$ cat src/rtl/wdt_pkg.sv
package wdt_pkg;
  localparam int WORD_W = 32;
  localparam int KEY_W  = 12;

  localparam logic [1:0] IDX_MODE = 2'd0;
  localparam logic [1:0] IDX_CTRL = 2'd1;
  localparam logic [1:0] IDX_KICK = 2'd2;
  localparam logic [1:0] IDX_STAT = 2'd3;

  localparam logic [KEY_W-1:0] MODE_KEY = 12'hABC;
  localparam logic [KEY_W-1:0] CTRL_KEY = 12'h248;
  localparam logic [15:0]      KICK_KEY = 16'h1999;

  localparam logic [WORD_W-1:0] MODE_RST   = 32'h0000_01C2;
  localparam logic [WORD_W-1:0] CTRL_RST   = 32'h0000_3FFC;
  localparam logic [WORD_W-1:0] MODE_WMASK = 32'h00FF_F1F7;

  localparam int MKEY_LSB = 12;
  localparam int EN_BIT   = 0;
  localparam int RSTE_BIT = 1;
  localparam int IRQE_BIT = 2;
  localparam int RCODE_LSB = 4;
  localparam int RCODE_W   = 3;
  localparam int ICODE_LSB = 7;
  localparam int ICODE_W   = 2;
endpackage

$ cat src/rtl/wdt_regs.sv
module wdt_regs
  import wdt_pkg::*;
#(
  parameter int ADDR_W   = 4,
  parameter int COARSE_W = 12,
  parameter int SEL_W    = 2
) (
  input  logic              clk,
  input  logic              rst_n,
  input  logic              bus_wr,
  input  logic [3:0]        bus_be,
  input  logic [ADDR_W-1:0] bus_addr,
  input  logic [WORD_W-1:0] bus_wdata,
  input  logic              status_i,
  output logic [WORD_W-1:0] bus_rdata,
  output logic [WORD_W-1:0] mode_q,
  output logic [WORD_W-1:0] ctrl_q,
  output logic              load_o,
  output logic              stop_o
);
  localparam int CKEY_LSB = SEL_W + COARSE_W;
  localparam int CTRL_TOP = CKEY_LSB + KEY_W;
  localparam logic [WORD_W-1:0] CTRL_MASK = WORD_W'((64'd1 << CTRL_TOP) - 64'd1);

  logic       aligned;
  logic [1:0] idx;
  logic       wr_ok;
  logic       mode_ok, ctrl_ok, kick_ok;

  assign aligned = (bus_addr[1:0] == 2'b00) && ((bus_addr >> 4) == '0);
  assign idx     = bus_addr[3:2];
  assign wr_ok   = bus_wr && (bus_be == 4'hF) && aligned;

  assign mode_ok = wr_ok && (idx == IDX_MODE) &&
                   (bus_wdata[MKEY_LSB +: KEY_W] == MODE_KEY);
  assign ctrl_ok = wr_ok && (idx == IDX_CTRL) &&
                   (bus_wdata[CKEY_LSB +: KEY_W] == CTRL_KEY);
  assign kick_ok = wr_ok && (idx == IDX_KICK) && (bus_wdata[15:0] == KICK_KEY);

  // reload follows the enable bit in force after the write
  assign load_o = (mode_ok && bus_wdata[EN_BIT]) || (kick_ok && mode_q[EN_BIT]);
  assign stop_o = mode_ok && !bus_wdata[EN_BIT];

  always_ff @(posedge clk or negedge rst_n) begin
    if (!rst_n) begin
      mode_q <= MODE_RST;
      ctrl_q <= CTRL_RST;
    end else begin
      if (mode_ok) mode_q <= bus_wdata & MODE_WMASK;
      if (ctrl_ok) ctrl_q <= bus_wdata & CTRL_MASK;
    end
  end

  always_comb begin
    bus_rdata = '0;
    if (aligned) begin
      case (idx)
        IDX_MODE: bus_rdata = mode_q;
        IDX_CTRL: bus_rdata = ctrl_q;
        IDX_STAT: bus_rdata = {{(WORD_W-1){1'b0}}, status_i};
        default:  bus_rdata = '0;
      endcase
    end
  end
endmodule

$ cat src/rtl/wdt_prescaler.sv
module wdt_prescaler #(
  parameter int SEL_W     = 2,
  parameter int BASE_LOG2 = 3,
  parameter int STEP_LOG2 = 3
) (
  input  logic             clk,
  input  logic             rst_n,
  input  logic             run_i,
  input  logic             clear_i,
  input  logic [SEL_W-1:0] sel_i,
  output logic             tick_o
);
  localparam int ACC_W = BASE_LOG2 + STEP_LOG2 * ((1 << SEL_W) - 1);
  localparam int SPN_W = ACC_W + 1;

  logic [ACC_W-1:0] acc_q;
  logic [7:0]       shamt;
  logic [SPN_W-1:0] span, limit;

  assign shamt  = 8'(BASE_LOG2 + STEP_LOG2 * int'(sel_i));
  assign span   = SPN_W'(1) << shamt;
  assign limit  = span - SPN_W'(1);
  // >= keeps a select change mid-period from wrapping the accumulator
  assign tick_o = run_i && ({1'b0, acc_q} >= limit);

  always_ff @(posedge clk or negedge rst_n) begin
    if (!rst_n)                          acc_q <= '0;
    else if (!run_i || clear_i || tick_o) acc_q <= '0;
    else                                 acc_q <= acc_q + ACC_W'(1);
  end
endmodule

$ cat src/rtl/wdt_counter.sv
module wdt_counter #(
  parameter int COARSE_W  = 12,
  parameter int FILL_W    = 12,
  parameter int SEL_W     = 2,
  parameter int BASE_LOG2 = 3,
  parameter int STEP_LOG2 = 3
) (
  input  logic                clk,
  input  logic                rst_n,
  input  logic                load_i,
  input  logic                stop_i,
  input  logic [COARSE_W-1:0] coarse_i,
  input  logic [SEL_W-1:0]    sel_i,
  output logic                running_o,
  output logic                expire_o,
  output logic                status_o
);
  localparam int CNT_W = COARSE_W + FILL_W;

  logic [CNT_W-1:0] cnt_q;
  logic             tick;

  wdt_prescaler #(
    .SEL_W(SEL_W), .BASE_LOG2(BASE_LOG2), .STEP_LOG2(STEP_LOG2)
  ) u_pre (
    .clk(clk), .rst_n(rst_n), .run_i(running_o),
    .clear_i(load_i || stop_i), .sel_i(sel_i), .tick_o(tick)
  );

  assign expire_o = running_o && tick && !load_i && !stop_i &&
                    (cnt_q == CNT_W'(1));

  always_ff @(posedge clk or negedge rst_n) begin
    if (!rst_n) begin
      cnt_q     <= '0;
      running_o <= 1'b0;
      status_o  <= 1'b0;
    end else if (load_i) begin
      cnt_q     <= {coarse_i, {FILL_W{1'b1}}};
      running_o <= 1'b1;
      status_o  <= 1'b0;
    end else if (stop_i) begin
      running_o <= 1'b0;
    end else if (running_o && tick) begin
      cnt_q <= cnt_q - CNT_W'(1);
      if (cnt_q == CNT_W'(1)) begin
        running_o <= 1'b0;
        status_o  <= 1'b1;
      end
    end
  end
endmodule

$ cat src/rtl/wdt_pulse.sv
module wdt_pulse #(
  parameter int CODE_W    = 2,
  parameter int BASE_LOG2 = 2
) (
  input  logic              clk,
  input  logic              rst_n,
  input  logic              fire_i,
  input  logic [CODE_W-1:0] code_i,
  output logic              pulse_o
);
  localparam int MAX_LOG2 = BASE_LOG2 + (1 << CODE_W) - 1;
  localparam int LEN_W    = MAX_LOG2 + 1;

  logic [LEN_W-1:0] left_q, len_m1;
  logic [7:0]       shamt;

  assign shamt  = 8'(BASE_LOG2 + int'(code_i));
  assign len_m1 = (LEN_W'(1) << shamt) - LEN_W'(1);

  always_ff @(posedge clk or negedge rst_n) begin
    if (!rst_n) begin
      pulse_o <= 1'b0;
      left_q  <= '0;
    end else if (fire_i) begin
      pulse_o <= 1'b1;
      left_q  <= len_m1;
    end else if (pulse_o) begin
      if (left_q == '0) pulse_o <= 1'b0;
      else              left_q  <= left_q - LEN_W'(1);
    end
  end
endmodule

$ cat src/rtl/key_watchdog.sv
module key_watchdog
  import wdt_pkg::*;
#(
  parameter int ADDR_W   = 4,
  parameter int COARSE_W = 12,
  parameter int FILL_W   = 12,
  parameter int SEL_W    = 2
) (
  input  logic              clk,
  input  logic              rst_n,
  input  logic              bus_wr,
  input  logic [3:0]        bus_be,
  input  logic [ADDR_W-1:0] bus_addr,
  input  logic [31:0]       bus_wdata,
  output logic [31:0]       bus_rdata,
  output logic              irq_o,
  output logic              rst_o
);
  logic [WORD_W-1:0] mode_q, ctrl_q;
  logic load, stop, running, expire, status;

  wdt_regs #(.ADDR_W(ADDR_W), .COARSE_W(COARSE_W), .SEL_W(SEL_W)) u_regs (
    .clk(clk), .rst_n(rst_n), .bus_wr(bus_wr), .bus_be(bus_be),
    .bus_addr(bus_addr), .bus_wdata(bus_wdata), .status_i(status),
    .bus_rdata(bus_rdata), .mode_q(mode_q), .ctrl_q(ctrl_q),
    .load_o(load), .stop_o(stop)
  );

  wdt_counter #(
    .COARSE_W(COARSE_W), .FILL_W(FILL_W), .SEL_W(SEL_W),
    .BASE_LOG2(3), .STEP_LOG2(3)
  ) u_cnt (
    .clk(clk), .rst_n(rst_n), .load_i(load), .stop_i(stop),
    .coarse_i(ctrl_q[SEL_W +: COARSE_W]), .sel_i(ctrl_q[SEL_W-1:0]),
    .running_o(running), .expire_o(expire), .status_o(status)
  );

  wdt_pulse #(.CODE_W(RCODE_W), .BASE_LOG2(1)) u_rst_pulse (
    .clk(clk), .rst_n(rst_n), .fire_i(expire && mode_q[RSTE_BIT]),
    .code_i(mode_q[RCODE_LSB +: RCODE_W]), .pulse_o(rst_o)
  );

  wdt_pulse #(.CODE_W(ICODE_W), .BASE_LOG2(2)) u_irq_pulse (
    .clk(clk), .rst_n(rst_n), .fire_i(expire && mode_q[IRQE_BIT]),
    .code_i(mode_q[ICODE_LSB +: ICODE_W]), .pulse_o(irq_o)
  );
endmodule

$ cat config.mk
export PLATFORM = sky130hd
export DESIGN_NAME = key_watchdog
export DESIGN_NICKNAME = d
export VERILOG_FILES = /design/src/rtl/wdt_pkg.sv /design/src/rtl/wdt_regs.sv /design/src/rtl/wdt_prescaler.sv /design/src/rtl/wdt_counter.sv /design/src/rtl/wdt_pulse.sv /design/src/rtl/key_watchdog.sv
export SDC_FILE = /design/constraint.sdc
export NUM_CORES = 1
export LEC_CHECK = 0
export BUFFER_PORTS_ARGS = -buffer_cell sky130_fd_sc_hd__buf_4
export CORE_ASPECT_RATIO = 0.8
export CORE_UTILIZATION = 55
export DETAILED_ROUTE_END_ITERATION = 16
export GPL_ROUTABILITY_DRIVEN = 0
export PLACE_DENSITY_LB_ADDON = 0.2
export SYNTH_ARGS = -nofsm -noshare
export SYNTH_HDL_FRONTEND = slang
export SYNTH_SLANG_ARGS = --single-unit
$ cat constraint.sdc
create_clock -name clk -period 7.1 [get_ports clk]
set_input_delay 1.42 -clock clk [delete_from_list [all_inputs] [get_ports clk]]
set_output_delay 1.42 -clock clk [all_outputs]
set_load 0.02 [all_outputs]
Word level (Yosys, flattened, before mapping)
Index checks and enable logic that the tools add are counted.

Register bits after elaboration: 101. Word-level logic and storage cells: 103.

$add $sub $neg: 10. $mul: 1. $lt $le $gt $ge: 1. Equality and inequality tests: 11. Shift-type cells: 3. Mux-type cells: 26. Reduce and logical (&&, ||, !) cells: 41.

Operators with widths (number): 26-bit case mux with 3 select lines (1); 24-bit 2-to-1 mux (3); 9-bit 2-to-1 mux (3); 26-bit 2-to-1 mux (1); 24-bit by 1-bit == test with 1-bit output, second input constant (1); 24-bit by 1-bit subtractor with 24-bit output, second input constant (1); 1-bit logical AND (18); 6-bit 2-to-1 mux (3); 16-bit by 13-bit == test with 1-bit output, second input constant (1); 1-bit 2-to-1 mux (14); 12-bit by 13-bit >= comparator with 1-bit output (1); 1-bit by 8-bit << shifter with 13-bit output, first input constant (1); 13-bit by 1-bit subtractor with 13-bit output, second input constant (1); 12-bit by 1-bit adder with 12-bit output, second input constant (1); 12-bit by 10-bit == test with 1-bit output, second input constant (1); 12-bit == test, second input constant (1); 12-bit 2-to-1 mux (1); 9-bit logical NOT (1); 1-bit by 8-bit << shifter with 9-bit output, first input constant (1); 9-bit by 1-bit subtractor with 9-bit output, second input constant (1); 9-bit by 2-bit subtractor with 9-bit output, second input constant (1); 3-bit by 8-bit adder with 8-bit output, first input constant (1); 2-bit AND reduction (4); 2-bit nonzero test (4); other kinds (16) (27).

Longest topological paths before layout
Gate-level depths: netlist (run 1).

Word-level depth: 14. Mapped depth: 16.

By module
From an unflattened synthesis (run 1), not the netlist that was laid out.

Cell total of the unflattened synthesis: 588. Area total of the unflattened synthesis: 5967.0 um2.

Modules (own cells, without submodules): wdt_regs (times used 1, cells each 201, area an instance 2364.8 um2, seq. area each 1171.1 um2); wdt_counter (times used 1, cells each 163, area an instance 1487.7 um2, seq. area each 650.6 um2); wdt_prescaler (times used 1, cells each 95, area an instance 934.6 um2, seq. area each 300.3 um2); wdt_pulse (u_rst_pulse) (times used 1, cells each 77, area an instance 714.4 um2, seq. area each 250.2 um2); wdt_pulse (u_irq_pulse) (times used 1, cells each 50, area an instance 452.9 um2, seq. area each 175.2 um2); key_watchdog (times used 1, cells each 2, area an instance 12.5 um2, seq. area each 0.0 um2).

Worst setup path after synthesis (run 1)
OpenSTA, ideal clock, no wires.

Kind: input -> output. Start point: input port bus_addr[2]. End point: output port bus_rdata[12]. Data arrival time: 2539 ps. Data required time: 5680 ps. Slack: 3141 ps. Cell stages on the path: 4. Buffers on the path: 2. Path through: buf_2 buf_1 mux2i_1 nor2_1.

Longest elaborated chain between the ends: 3. Elaborated cells on any way between the ends: 5. Those cells by class: eq/ne (2); mux (2); reduce/logical (1).

Ends and longest elaborated chain: start: declaration (RTL line key_watchdog.sv:13) `input logic [ADDR_W-1:0] bus_addr,`; 2-bit == test, or another cell as far along (RTL line wdt_regs.sv:57) `case (idx)`; 26-bit case mux with 3 select lines (*) (RTL line wdt_regs.sv:57); 26-bit 2-to-1 mux (*) (RTL line wdt_regs.sv:56) `if (aligned) begin`; end: declaration (RTL line key_watchdog.sv:15) `output logic [31:0] bus_rdata,`.

Mark *: on every way between the ends. The rest lies on a longest branch, timed or not.

Final worst setup path (run 1)
Start point: register u_regs.ctrl_q[1]. End point: register u_rst_pulse.left_q[1].

Longest elaborated chain between the ends: 13. Elaborated cells on any way between the ends: 15. Those cells by class: add/sub (2); mul (1); order compare (1); eq/ne (1); shift (1); mux (1); reduce/logical (8).

Ends and longest elaborated chain: start: declaration (RTL line wdt_regs.sv:17) `output logic [WORD_W-1:0] ctrl_q,`; start signal: assignment (RTL line wdt_regs.sv:50) `if (ctrl_ok) ctrl_q <= bus_wdata & CTRL_MASK;`; 2-bit by 2-bit multiplier with 4-bit output (*) (RTL line wdt_prescaler.sv:20) `assign shamt = 8'(BASE_LOG2 + STEP_LOG2 * int'(sel_i));`; 3-bit by 8-bit adder with 8-bit output (*) (RTL line wdt_prescaler.sv:20); 1-bit by 8-bit << shifter with 13-bit output (*) (RTL line wdt_prescaler.sv:21) `assign span = SPN_W'(1) << shamt;`; 13-bit by 1-bit subtractor with 13-bit output (*) (RTL line wdt_prescaler.sv:22) `assign limit = span - SPN_W'(1);`; 12-bit by 13-bit >= comparator with 1-bit output (*) (RTL line wdt_prescaler.sv:24) `assign tick_o = run_i && ({1'b0, acc_q} >= limit);`; 1-bit logical AND (*) (RTL line wdt_prescaler.sv:24); 1-bit logical AND (*) (4 in a row) (RTL line wdt_counter.sv:30) `assign expire_o = running_o && tick && !load_i && !stop_i &&`; 1-bit logical AND (*) (RTL line key_watchdog.sv:39) `.clk(clk), .rst_n(rst_n), .fire_i(expire && mode_q[RSTE_BIT]),`; 2-bit by 1-bit != test with 1-bit output (no source line) or 2-bit nonzero test (tied branches); 2-bit AND reduction (no source line); end signal: assignment (RTL line wdt_pulse.sv:26) `left_q <= len_m1;`; end signal: assignment (RTL line wdt_pulse.sv:29) `else left_q <= left_q - LEN_W'(1);`; end: declaration (RTL line wdt_pulse.sv:14) `logic [LEN_W-1:0] left_q, len_m1;`.

Marks and branches as above. A chain may end at the register's enable or synchronous reset.

==> reports/metrics.csv, run 1 <==
metric;value;unit
data arrival time of the worst path;4700;ps
Worst Clk Skew;8.54;ps
number of endpoints with negative hold slack in the final report;0;
Ys Warns;0;
later-pin clock latency in the skew report;350;ps
count of inserted antenna diode cells;0;
Post-Route Setup TNS;0;ps
power density over the cells;181;mW/mm²
number of flip-flops and latches in the synthesized netlist;101;
post-route worst hold slack;471;ps
number of port buffers;64;
die boundary height;92.4;µm
overall die width;115;µm
non-filler instance count after layout;759;
via count of the first global-routing pass;4380;
slew at the pin closest to its max-slew limit;1130;ps
Worst Hold Launch;u_regs.mode_q[19];
Compound-Gate Fraction of Synth Area;0.0776;
Synth cell types;62;
Sinks on Clock Net;101;
total of fill cells in the finished design;793;
starting density of the core;0.576;
clock period minus worst slack;4440;ps
Post-route DRC;0;
Final Routed Wirelength;12600;µm
num ports;77;
area of the mapped netlist;0.00562;mm²
ratio of final minimum period to clock period;0.625;
Max rail drop VDD;0.148;mV
core outline area;0.00977;mm²
worst-case clock buffer depth;2;
Post-synth top flop;sky130_fd_sc_hd__dfrtp_1;
Max Cap Violations;0;
Vias per Instance;5.76;
share of synthesized area spent on multiplexers;0.0994;
clock tree from TritonCTS;yes;
maximum level of the CTS H-tree;3;
type of the most critical hold path;reg2reg;
full die area;0.0106;mm²
RSZ-0062 raised after global routing;no;
total number of vias;4373;
path type of the worst setup path;reg2reg;
Worst setup SP type;flop;
Cell Count Post-Placement;743;
layout-stage area growth over the synthesis result;15.0;%
buffer cell driving the clock tree root;sky130_fd_sc_hd__clkbuf_16;
layout cell share with drive strength beyond 1;0.209;
number of search-and-repair iterations in the first detailed-routing pass;6;
count of cells along the worst register-to-register path;14;
maximum fanout along the worst path;10;
synthesized-area fraction occupied by and/or/nand/nor cells;0.227;
number of placement rows;32;
Post-CTS Setup Repair Bufs;0;
pin count of the biggest net entering global routing;68;
Worst Hold End;u_regs.mode_q[19];
leakage power summed over all cells;3.18;nW
total count of max-transition violations in the final report;0;
reg-to-reg critical path endpoint;u_rst_pulse.left_q[1];
Cells on Worst Hold Path;1;
FF-to-FF Start;u_regs.ctrl_q[1];
Required @ worst endpoint;7360;ps
dominant combinational cell family by area after synthesis;simple AND/OR/NAND/NOR gates;
CTS clock-pin slew for the worst setup and hold paths;70;ps
total clock buffers created by CTS;9;
per-cell routed wire length;16.6;µm
number of enable-type register cells in the synthesized netlist;0;
Hold Buf Count CTS;0;
gr usage total;0.263;
run status;complete, no violations;
sequential-to-total area share from yosys stat;0.453;
post-synthesis async set-or-reset flop share;1.00;
violation count after the first detailed-routing iteration;301;
Slew HR;0.245;
number of gates resized after cts;0;
critical path endpoint category;flop;
synthesized-area fraction occupied by adder cells;0.0512;
Mapped Cells;563;
syn_area_per_cell;9.99;µm²
remaining global-route overflow;0;
detailed-placement wirelength estimate;8930;µm
first-pass GRT wire length;21600;µm
flop2flop setup slack;2660;ps
initial antenna violation count;0;
fraction of synthesized cell area in xor and xnor cells;0.0514;
number of nets in the final layout;684;
count of antenna-violating nets left after detailed routing;0;
highest achievable clock rate;225;MHz
number of failing setup endpoints in the final timing report;0;
==> cell usage in the layout, fill, tap and decap left out, types with 3 or more instances in the layout <==
master and count:
sky130_fd_sc_hd__clkbuf_16 9, sky130_fd_sc_hd__clkbuf_1 4, sky130_fd_sc_hd__nand4bb_1 3, sky130_fd_sc_hd__o21a_1 3, sky130_fd_sc_hd__nor3_1 14, sky130_fd_sc_hd__mux2_2 23
sky130_fd_sc_hd__a31oi_1 6, sky130_fd_sc_hd__or2_2 3, sky130_fd_sc_hd__xnor2_1 16, sky130_fd_sc_hd__nand3_1 25, sky130_fd_sc_hd__o21ai_0 13, sky130_fd_sc_hd__a211oi_1 4
sky130_fd_sc_hd__dfrtp_1 85, sky130_fd_sc_hd__a21o_1 3, sky130_fd_sc_hd__and3_1 17, sky130_fd_sc_hd__o22ai_1 4, sky130_fd_sc_hd__buf_4 67, sky130_fd_sc_hd__inv_1 18
sky130_fd_sc_hd__and4_1 3, sky130_fd_sc_hd__or4_1 4, sky130_fd_sc_hd__nor2b_1 12, sky130_fd_sc_hd__and2_1 9, sky130_fd_sc_hd__dfstp_2 16, sky130_fd_sc_hd__mux2i_1 30
sky130_fd_sc_hd__nor4_1 6, sky130_fd_sc_hd__nand2b_1 10, sky130_fd_sc_hd__nor2_1 67, sky130_fd_sc_hd__a21oi_1 19, sky130_fd_sc_hd__conb_1 7, sky130_fd_sc_hd__xor2_1 17
sky130_fd_sc_hd__nand4_1 7, sky130_fd_sc_hd__nand2_1 35, sky130_fd_sc_hd__ha_1 23, sky130_fd_sc_hd__or3_1 4
==> registers in the layout, indices dropped and copies added (netlist names) <==
register	count
u_regs.ctrl_q	26
u_cnt.cnt_q	24
u_regs.mode_q	20
u_cnt.u_pre.acc_q	12
u_rst_pulse.left_q	9
u_irq_pulse.left_q	6
u_cnt.running_o	1
u_cnt.status_o	1
u_irq_pulse.pulse_o	1
u_rst_pulse.pulse_o	1
==> per-layer routing <==
| layer | part of all wire | GRT usage | wire length (µm) |
|---|---|---|---|
| met1 | 0.45 | 0.344 | 5620 |
| met3 | 0.048 | 0.0569 | 608 |
| met4 | 0.011 | 0.0693 | 140 |
| met5 | 0 | 0 | 0 |
| met2 | 0.50 | 0.443 | 6250 |
==> how the worst max path moves through the flow <==
stage                          start                    end  slack (ps)  depth (start not counted)
floorplan                bus_addr[2]          bus_rdata[12]        3140                          4
global route        u_regs.ctrl_q[0]  u_rst_pulse.left_q[1]        2390                         14
detailed placement  u_regs.ctrl_q[1]  u_rst_pulse.left_q[1]        2750                         14
finish              u_regs.ctrl_q[1]  u_rst_pulse.left_q[1]        2660                         14
CTS                 u_regs.ctrl_q[1]  u_rst_pulse.left_q[1]        2710                         14
global placement    u_regs.ctrl_q[1]  u_rst_pulse.left_q[6]        2900                         14
==> cells by family (layout without fill, tap and decap cells) <==
| logic type | count (synthesis) | count (layout) |
|---|---|---|
| compound gates | 68 | 68 |
| xor+xnor | 33 | 33 |
| fa+ha+maj | 23 | 23 |
| buf+inv | 46 | 101 |
| flops | 101 | 101 |
| mux | 53 | 53 |
| other cells | 2 | 7 |
| simple gates | 237 | 237 |
==> report_power, final <==
group / switching, mW / internal [mW]
Clock: 0.210 / 0.309
Sequential: 0.00885 / 0.582
Combinational: 0.0356 / 0.0256
==> worst max-delay path, cell delays in order (launching register included) <==
cell and delay [ps]:
sky130_fd_sc_hd__dfrtp_1 460, sky130_fd_sc_hd__nor2_1 380, sky130_fd_sc_hd__ha_1 210, sky130_fd_sc_hd__nand2_1 110, sky130_fd_sc_hd__or4_1 480, sky130_fd_sc_hd__ha_1 230, sky130_fd_sc_hd__xnor2_1 180, sky130_fd_sc_hd__ha_1 250
sky130_fd_sc_hd__and3_1 170, sky130_fd_sc_hd__and4_1 190, sky130_fd_sc_hd__o2111ai_1 270, sky130_fd_sc_hd__nand3_1 330, sky130_fd_sc_hd__and3_1 360, sky130_fd_sc_hd__nand3_1 450, sky130_fd_sc_hd__mux2i_1 270
==> cell usage after synthesis (all sizes together), types with 6 or more instances <==
master,count,area share
mux2,23,0.046
nor2b,12,0.013
a31oi,6,0.0067
a21oi,19,0.017
nor4,8,0.013
nand4,7,0.0078
xnor2,16,0.025
dfrtp,85,0.38
nand2b,10,0.011
nand2,35,0.023
buf,17,0.020
nor3,16,0.016
nand3,26,0.024
nor2,67,0.045
dfstp,16,0.075
and3,17,0.019
inv,18,0.012
xor2,17,0.026
o21ai,14,0.012
and2,10,0.012
clkbuf,11,0.0073
mux2i,30,0.053
ha,23,0.051
==> stage by stage <==
step | power, mW | area, µm² | utilization | setup slack (ps)
after floorplan | 0.626 | 5640 | - | 3140
after global placement | 0.659 | 6160 | 0.631 | 2900
after detailed placement | 0.662 | 6160 | 0.631 | 2750
after CTS | 1.18 | 6470 | 0.662 | 2710
after global routing | 1.21 | 6470 | 0.662 | 2390
final | 1.17 | 6470 | 0.662 | 2660
==> layout make-up <==
| class | instances | area, µm² | share of cell area |
|---|---|---|---|
| flip-flops and latches | 101 | 2550 | 0.394 |
| clock buffers | 13 | 240 | 0.0371 |
| repair buffers | 67 | 503 | 0.0778 |
| multi-input cells | 421 | 2880 | 0.444 |
| clock inverters | 3 | 65.1 | 0.0101 |
| inverters | 18 | 67.6 | 0.0104 |
| well taps | 136 | 170 | 0.0263 |
Power figures use the tool's default switching activity.
==> inputs of run 2 (changes only) <==
- CORE_UTILIZATION: 55 -> 52
- clock period: 7.1 -> 3.6 ns (I/O delays scaled with it)
==> run 2 against run 1 <==
  * The flow now finishes with violations (negative setup slack)
  * Cell count rose by 4.9%
  * Sequential cell count did not move
  * Routed wire length rose by 6.6%
  * Total power rose by 93%
  * Clock skew rose by 1.7 ps
  * Via count rose by 3.9%
  * Die area rose by 5.7%
  * Clock power rose by 88%
  * Critical path type unchanged
  * Largest power group unchanged
==> reports/metrics.csv, run 2 (synthesized netlist as in run 1, its figures left out) <==
metric;value;unit;change
run status;complete, but fails checks;;was complete, no violations
violated checks;negative setup slack;;
slack of the critical path;-68.2;ps;was 2660 ps
Slew HR;0.468;;was 0.245
pin count of the biggest net entering global routing;53;;was 68
per-cell routed wire length;16.9;µm;was 16.6 µm
post-route worst hold slack;396;ps;was 471 ps
maximum level of the CTS H-tree;3;;unchanged
area used by sequential logic in the layout;0.00255;mm²;about the same
count of inserted antenna diode cells;0;;unchanged
worst-path cell chain;inv_2 > nor2_4 > ha_4 > or4_4 > ha_4 > xnor2_2 > ha_1 > and3_4 > and4_1 > o2111ai_2 > a31oi_1 > buf_4 > buf_6 > buf_4 > buf_4 > and3_4 > o21ai_1;;was nor2_1 > ha_1 > nand2_1 > or4_1 > ha_1 > xnor2_1 > ha_1 > and3_1 > and4_1 > o2111ai_1 > nand3_1 > and3_1 > nand3_1 > mux2i_1
remaining global-route overflow;0;;unchanged
type of the most critical hold path;in2async;;was reg2reg
gr usage total;0.250;;was 0.263
number of port buffers;64;;unchanged
max reg flops;26;;unchanged
num ports;77;;unchanged
slew at the pin closest to its max-slew limit;798;ps;was 1130 ps
worst-case clock buffer depth;2;;unchanged
leakage power summed over all cells;3.39;nW;was 3.18 nW
FF-to-FF Start;u_regs.ctrl_q[1];;unchanged
count of antenna-violating nets left after detailed routing;0;;unchanged
via count of the first global-routing pass;4502;;was 4,380
Layout Utilization;0.670;;was 0.662
total number of vias;4543;;was 4,373
Sinks on Clock Net;101;;unchanged
maximum fanout along the worst path;6;;was 10
Worst Clk Skew;10.3;ps;was 8.54 ps
top library cells by usage in the layout, fill and taps aside;sky130_fd_sc_hd__buf_4 (90), sky130_fd_sc_hd__dfrtp_1 (84), sky130_fd_sc_hd__nor2_1 (65);;was sky130_fd_sc_hd__dfrtp_1 (85), sky130_fd_sc_hd__nor2_1 (67), sky130_fd_sc_hd__buf_4 (67)
number of endpoints with negative hold slack in the final report;0;;unchanged
layout-stage area growth over the synthesis result;23.5;%;was 15.0%
most common cell after layout, fill and taps aside;sky130_fd_sc_hd__buf_4;;was sky130_fd_sc_hd__dfrtp_1
CTS clock-pin slew for the worst setup and hold paths;70;ps;about the same
number of nets in the final layout;717;;was 684
launch point of the worst path;u_regs.ctrl_q[1];;unchanged
core outline area;0.0104;mm²;was 0.00977 mm²
Final Routed Wirelength;13500;µm;was 12,600 µm
initial antenna violation count;0;;unchanged
number of failing setup endpoints in the final timing report;10;;was 0
full die area;0.0112;mm²;was 0.0106 mm²
Required @ worst endpoint;3870;ps;was 7360 ps
RSZ-0062 raised after global routing;yes;;was no
Max Cap Violations;0;;unchanged
first-pass GRT wire length;22000;µm;was 21,600 µm
Max rail drop VDD;0.272;mV;was 0.148 mV
total clock buffers created by CTS;9;;unchanged
overall die width;118;µm;was 115 µm
data arrival time of the worst path;3940;ps;was 4700 ps
area of the multi-input gates;0.00304;mm²;was 0.00288 mm²
violation count after the first detailed-routing iteration;229;;was 301
path type of the worst setup path;reg2reg;;unchanged
crit-path max cell delay;500;ps;was 480 ps
buffer cell driving the clock tree root;sky130_fd_sc_hd__clkbuf_16;;unchanged
number of placement rows;33;;was 32
number of search-and-repair iterations in the first detailed-routing pass;5;;was 6
slowest cell on the critical path;sky130_fd_sc_hd__or4_4;;was sky130_fd_sc_hd__or4_1
starting density of the core;0.543;;was 0.576
total count of max-transition violations in the final report;0;;unchanged
Post-route DRC;0;;unchanged
clock period minus worst slack;3670;ps;was 4440 ps
Vias per Instance;5.71;;was 5.76
ratio of final minimum period to clock period;1.02;;was 0.625
register with the highest flop count;u_regs.ctrl_q;;unchanged
clock tree from TritonCTS;yes;;unchanged
Worst setup SP type;flop;;unchanged
largest registers;u_regs.ctrl_q: 26 flops, u_cnt.cnt_q: 24 flops, u_regs.mode_q: 20 flops;;unchanged
cell repeated most along the worst path;sky130_fd_sc_hd__buf_4;;was sky130_fd_sc_hd__ha_1
Hold Buf Count CTS;0;;unchanged
highest achievable clock rate;273;MHz;was 225 MHz
power density over the cells;326;mW/mm²;was 181 mW/mm²
die boundary height;95.0;µm;was 92.4 µm
total of fill cells in the finished design;813;;was 793
layout cell share with drive strength beyond 1;0.290;;was 0.209
detailed-placement wirelength estimate;9200;µm;was 8930 µm
critical path endpoint category;flop;;unchanged
later-pin clock latency in the skew report;350;ps;about the same
[run 2: cell types whose count changed in the layout (fill, tap and decap cells not counted), moves of 3 or more]
cell and delta:
sky130_fd_sc_hd__clkbuf_1 -3, sky130_fd_sc_hd__nand3_2 +3, sky130_fd_sc_hd__inv_6 +3, sky130_fd_sc_hd__buf_6 +7, sky130_fd_sc_hd__ha_4 +3, sky130_fd_sc_hd__nand3_1 -6, sky130_fd_sc_hd__buf_4 +23, sky130_fd_sc_hd__and3_1 -3
sky130_fd_sc_hd__nand3_4 +3, sky130_fd_sc_hd__ha_1 -3, sky130_fd_sc_hd__and3_4 +3
[run 2: final timing paths]
| kind | endpoint | slack (ps) | depth (start not counted) |
|---|---|---|---|
| max | u_cnt.cnt_q[2] | -70 | 17 |
| min | u_cnt.u_pre.acc_q[7] | 400 | 1 |
| max reg2reg | u_cnt.cnt_q[2] | -70 | 17 |
| min reg2reg | u_regs.mode_q[23] | 470 | 1 |
| max in group asynchronous | u_regs.ctrl_q[3] | 2450 | 2 |
| min in group clk | u_regs.mode_q[23] | 470 | 1 |
[run 2: cell type report]
type                            instances  area share
Inverter                               18     0.00973
Clock inverter                          6     0.00991
Clock buffer                           10      0.0330
Timing Repair Buffer                  100       0.118
Sequential cell                       101       0.367
Tap cell                              140      0.0252
Multi-Input combinational cell        421       0.437
[run 2: power breakdown]
part / switching [mW] / total [mW] / internal [mW]
Sequential: 0.0168 / 1.16 / 1.15
Clock: 0.428 / 0.974 / 0.545
Combinational: 0.0715 / 0.124 / 0.0526
Total: 0.517 / 2.26 / 1.75
[run 2: layer usage]
| layer | global-route usage | part of all wire | up-vias |
|---|---|---|---|
| met5 | 0 | 0 | - |
| met1 | 0.329 | 0.45 | 2245 |
| met2 | 0.423 | 0.49 | 126 |
| li1 | - | - | 2155 |
| met4 | 0.0855 | 0.014 | 0 |
| met3 | 0.0443 | 0.045 | 17 |
[run 2: stage by stage]
step	setup TNS, ps	setup WS [ps]	cells	cell area, µm²	total power, mW
3_5_place_dp	-3850	-200	769	6360	1.31
3_3_place_gp	-220	-85.8	769	6360	1.30
2_1_floorplan	0	11.8	568	5650	1.24
5_1_grt	-2560	-193	796	6950	2.35
4_1_cts	-7.31	-7.31	792	6820	2.28
6_report	-293	-68.2	796	6950	2.26
[run 2: worst max-delay path: cells and delay by family, from the launching register on]
family	cells	cell delay [ps]
compound gates	3	510
fa+ha+maj	3	710
simple gates	5	1160
flops	1	430
buf+inv	5	660
xor+xnor	1	140
[run 2: what timing repair did]
item	in CTS	in global routing
pin swaps	11	13
gates resized for setup	23	16
endpoints found under the setup margin	54	54
cloned	0	1
endpoints found under the hold margin	0	0
buffers inserted	7	3
==> inputs of run 3 (changes only) <==
- CORE_UTILIZATION: 52 -> 58
- clock period: 3.6 -> 3.4 ns (I/O delays scaled with it)
==> run 3 against run 2 <==
  * The run ends with design-rule violations, negative setup slack left
  * Clock skew is 3.7 ps lower
  * Global-route usage is 2.5 points higher
  * Combinational power is 23% higher
  * Sequential cell count stayed put
  * Register-to-register slack worse by 150 ps
  * Cell count is 2.4% lower
  * Fmax is 1.4% higher
  * Sequential share of layout area is 1.6 points lower
  * Sequential power is 7% higher
  * Die area is 10% lower
==> reports/metrics.csv, run 3 (synthesized netlist as in run 1, its figures left out) <==
metric;value;unit;change
run status;complete, but fails checks;;unchanged
violated checks;design-rule violations, negative setup slack;;was negative setup slack
later-pin clock latency in the skew report;350;ps;about the same
clock tree from TritonCTS;yes;;unchanged
crit-path max cell delay;510;ps;was 500 ps
final std cell area, no fill;0.00726;mm²;was 0.00695 mm²
slack of the critical path;-216;ps;was -68.2 ps
Total Power Consumption;2.40;mW;was 2.26 mW
number of search-and-repair iterations in the first detailed-routing pass;13;;was 5
slowest cell on the critical path;sky130_fd_sc_hd__or4_4;;unchanged
pin count of the biggest net entering global routing;53;;unchanged
maximum fanout along the worst path;5;;was 6
count of cells along the worst register-to-register path;15;;was 17
worst-path cell chain;inv_2 > nor2_4 > ha_4 > or4_4 > ha_4 > xnor2_2 > ha_1 > and3_4 > and4_1 > o2111ai_2 > a31oi_1 > buf_4 > and2_1 > a21oi_1 > a221o_1;;was inv_2 > nor2_4 > ha_4 > or4_4 > ha_4 > xnor2_2 > ha_1 > and3_4 > and4_1 > o2111ai_2 > a31oi_1 > buf_4 > buf_6 > buf_4 > buf_4 > and3_4 > o21ai_1
detailed-placement wirelength estimate;9400;µm;was 9200 µm
Post-route DRC;3;;was 0
Final Routed Wirelength;14200;µm;was 13,500 µm
non-filler instance count after layout;777;;was 796
core outline area;0.00923;mm²;was 0.0104 mm²
cell area after placement;0.00642;mm²;was 0.00636 mm²
per-cell routed wire length;18.3;µm;was 16.9 µm
total count of max-transition violations in the final report;0;;unchanged
full die area;0.0101;mm²;was 0.0112 mm²
highest achievable clock rate;277;MHz;was 273 MHz
RSZ-0062 raised after global routing;yes;;unchanged
number of port buffers;64;;unchanged
worst-case clock buffer depth;2;;unchanged
total number of vias;4699;;was 4,543
slew at the pin closest to its max-slew limit;960;ps;was 798 ps
count of inserted antenna diode cells;0;;unchanged
critical path endpoint category;flop;;unchanged
layout-stage area growth over the synthesis result;29.1;%;was 23.5%
via count of the first global-routing pass;4549;;was 4,502
CTS clock-pin slew for the worst setup and hold paths;70;ps;about the same
number of endpoints with negative hold slack in the final report;0;;unchanged
count of antenna-violating nets left after detailed routing;0;;unchanged
initial antenna violation count;0;;unchanged
type of the most critical hold path;in2async;;unchanged
number of failing setup endpoints in the final timing report;54;;was 10
worst slack after detailed placement;-279;ps;was -200 ps
cell count along the critical path;15;;was 17
clock period minus worst slack;3620;ps;was 3670 ps
Sinks on Clock Net;101;;unchanged
starting density of the core;0.609;;was 0.543
Critical path buffers and inverters;2;;was 5
top library cells by usage in the layout, fill and taps aside;sky130_fd_sc_hd__buf_4 (90), sky130_fd_sc_hd__dfrtp_1 (83), sky130_fd_sc_hd__nor2_1 (51);;was sky130_fd_sc_hd__buf_4 (90), sky130_fd_sc_hd__dfrtp_1 (84), sky130_fd_sc_hd__nor2_1 (65)
power density over the cells;330;mW/mm²;was 326 mW/mm²
violation count after the first detailed-routing iteration;382;;was 229
Max Cap Violations;0;;unchanged
Slew HR;0.360;;was 0.468
Worst setup SP type;flop;;unchanged
Cell Count Post-Placement;747;;was 769
Max rail drop VDD;0.311;mV;was 0.272 mV
Top delay family on crit path;simple AND/OR/NAND/NOR gates;;unchanged
Layout Utilization;0.786;;was 0.670
number of placement rows;31;;was 33
Hold Buf Count CTS;0;;unchanged
gr usage total;0.275;;was 0.250
leakage power summed over all cells;3.46;nW;was 3.39 nW
most common cell after layout, fill and taps aside;sky130_fd_sc_hd__buf_4;;unchanged
Vias per Instance;6.05;;was 5.71
maximum level of the CTS H-tree;3;;unchanged
data arrival time of the worst path;3850;ps;was 3940 ps
total clock buffers created by CTS;9;;unchanged
first-pass GRT wire length;21900;µm;was 22,000 µm
path type of the worst setup path;reg2reg;;unchanged
num ports;77;;unchanged
buffer cell driving the clock tree root;sky130_fd_sc_hd__clkbuf_16;;unchanged
remaining global-route overflow;0;;unchanged
layout cell share with drive strength beyond 1;0.361;;was 0.290
max reg flops;26;;unchanged
Required @ worst endpoint;3630;ps;was 3870 ps
Worst Clk Skew;6.57;ps;was 10.3 ps
number of nets in the final layout;723;;was 717
cell repeated most along the worst path;sky130_fd_sc_hd__ha_4;;was sky130_fd_sc_hd__buf_4
largest registers;u_regs.ctrl_q: 26 flops, u_cnt.cnt_q: 24 flops, u_regs.mode_q: 20 flops;;unchanged
die boundary height;90.1;µm;was 95.0 µm
register with the highest flop count;u_regs.ctrl_q;;unchanged
overall die width;112;µm;was 118 µm
ratio of final minimum period to clock period;1.06;;was 1.02
==> run 3: power by group <==
| part | internal [mW] | switching, mW |
|---|---|---|
| Combinational | 0.0666 | 0.0863 |
| Clock | 0.515 | 0.493 |
| Sequential | 1.21 | 0.0201 |
| Total | 1.80 | 0.599 |
==> run 3: timing repair <==
action | 4_1_cts | 5_1_grt
endpoints found under the setup margin | 53 | 54
endpoints found under the hold margin | 0 | 0
cloned | 1 | 1
pin swaps | 15 | 28
resized for setup | 22 | 81
setup buffers | 3 | 9
==> run 3: area by class of cell <==
| type | instances | area (µm²) |
|---|---|---|
| Tap cell | 115 | 144 |
| Multi-Input combinational cell | 422 | 3310 |
| Clock inverter | 7 | 67.6 |
| Clock buffer | 9 | 225 |
| Timing Repair Buffer | 105 | 878 |
| Fill cell | 575 | 1970 |
| Inverter | 18 | 80.1 |
| Sequential cell | 101 | 2550 |
==> run 3: final timing paths <==
path | startpoint | endpoint | slack, ps
worst max-delay path | u_regs.ctrl_q[1] | u_cnt.cnt_q[14] | -220
worst min-delay path | rst_n | u_cnt.u_pre.acc_q[6] | 350
worst max register to register | u_regs.ctrl_q[1] | u_cnt.cnt_q[14] | -220
worst min register to register | u_regs.mode_q[23] | u_regs.mode_q[23] | 470
max in group asynchronous | rst_n | u_regs.ctrl_q[3] | 2290
min in group clk | u_regs.mode_q[23] | u_regs.mode_q[23] | 470
==> run 3: per-stage QoR <==
stage                     setup TNS (ps)  hold slack (ps)
after global placement             -1200              448
after detailed placement           -5510              452
after global routing              -13260              395
after CTS                          -2060              361
final                              -7250              349
after floorplan                    -47.7              384
==> run 3: worst reg2reg max path: stages (launching register included) <==
cell	delay [ps]
sky130_fd_sc_hd__dfrtp_2	400
sky130_fd_sc_hd__inv_2	60
sky130_fd_sc_hd__nor2_4	160
sky130_fd_sc_hd__ha_4	230
sky130_fd_sc_hd__or4_4	510
sky130_fd_sc_hd__ha_4	190
sky130_fd_sc_hd__xnor2_2	130
sky130_fd_sc_hd__ha_1	300
sky130_fd_sc_hd__and3_4	180
sky130_fd_sc_hd__and4_1	190
sky130_fd_sc_hd__o2111ai_2	140
sky130_fd_sc_hd__a31oi_1	240
sky130_fd_sc_hd__buf_4	190
sky130_fd_sc_hd__and2_1	220
sky130_fd_sc_hd__a21oi_1	110
sky130_fd_sc_hd__a221o_1	270
==> run 3: per-layer routing <==
metal  routed length [µm]  vias to the layer above  global-route usage  part of all wire
met1                 6130                     2307               0.362              0.43
met4                  380                        0              0.0989             0.027
met3                  669                       40              0.0620             0.047
met2                 7070                      175               0.447              0.50
li1                     -                     2177                   -                 -
met5                    0                        -                   0                 0
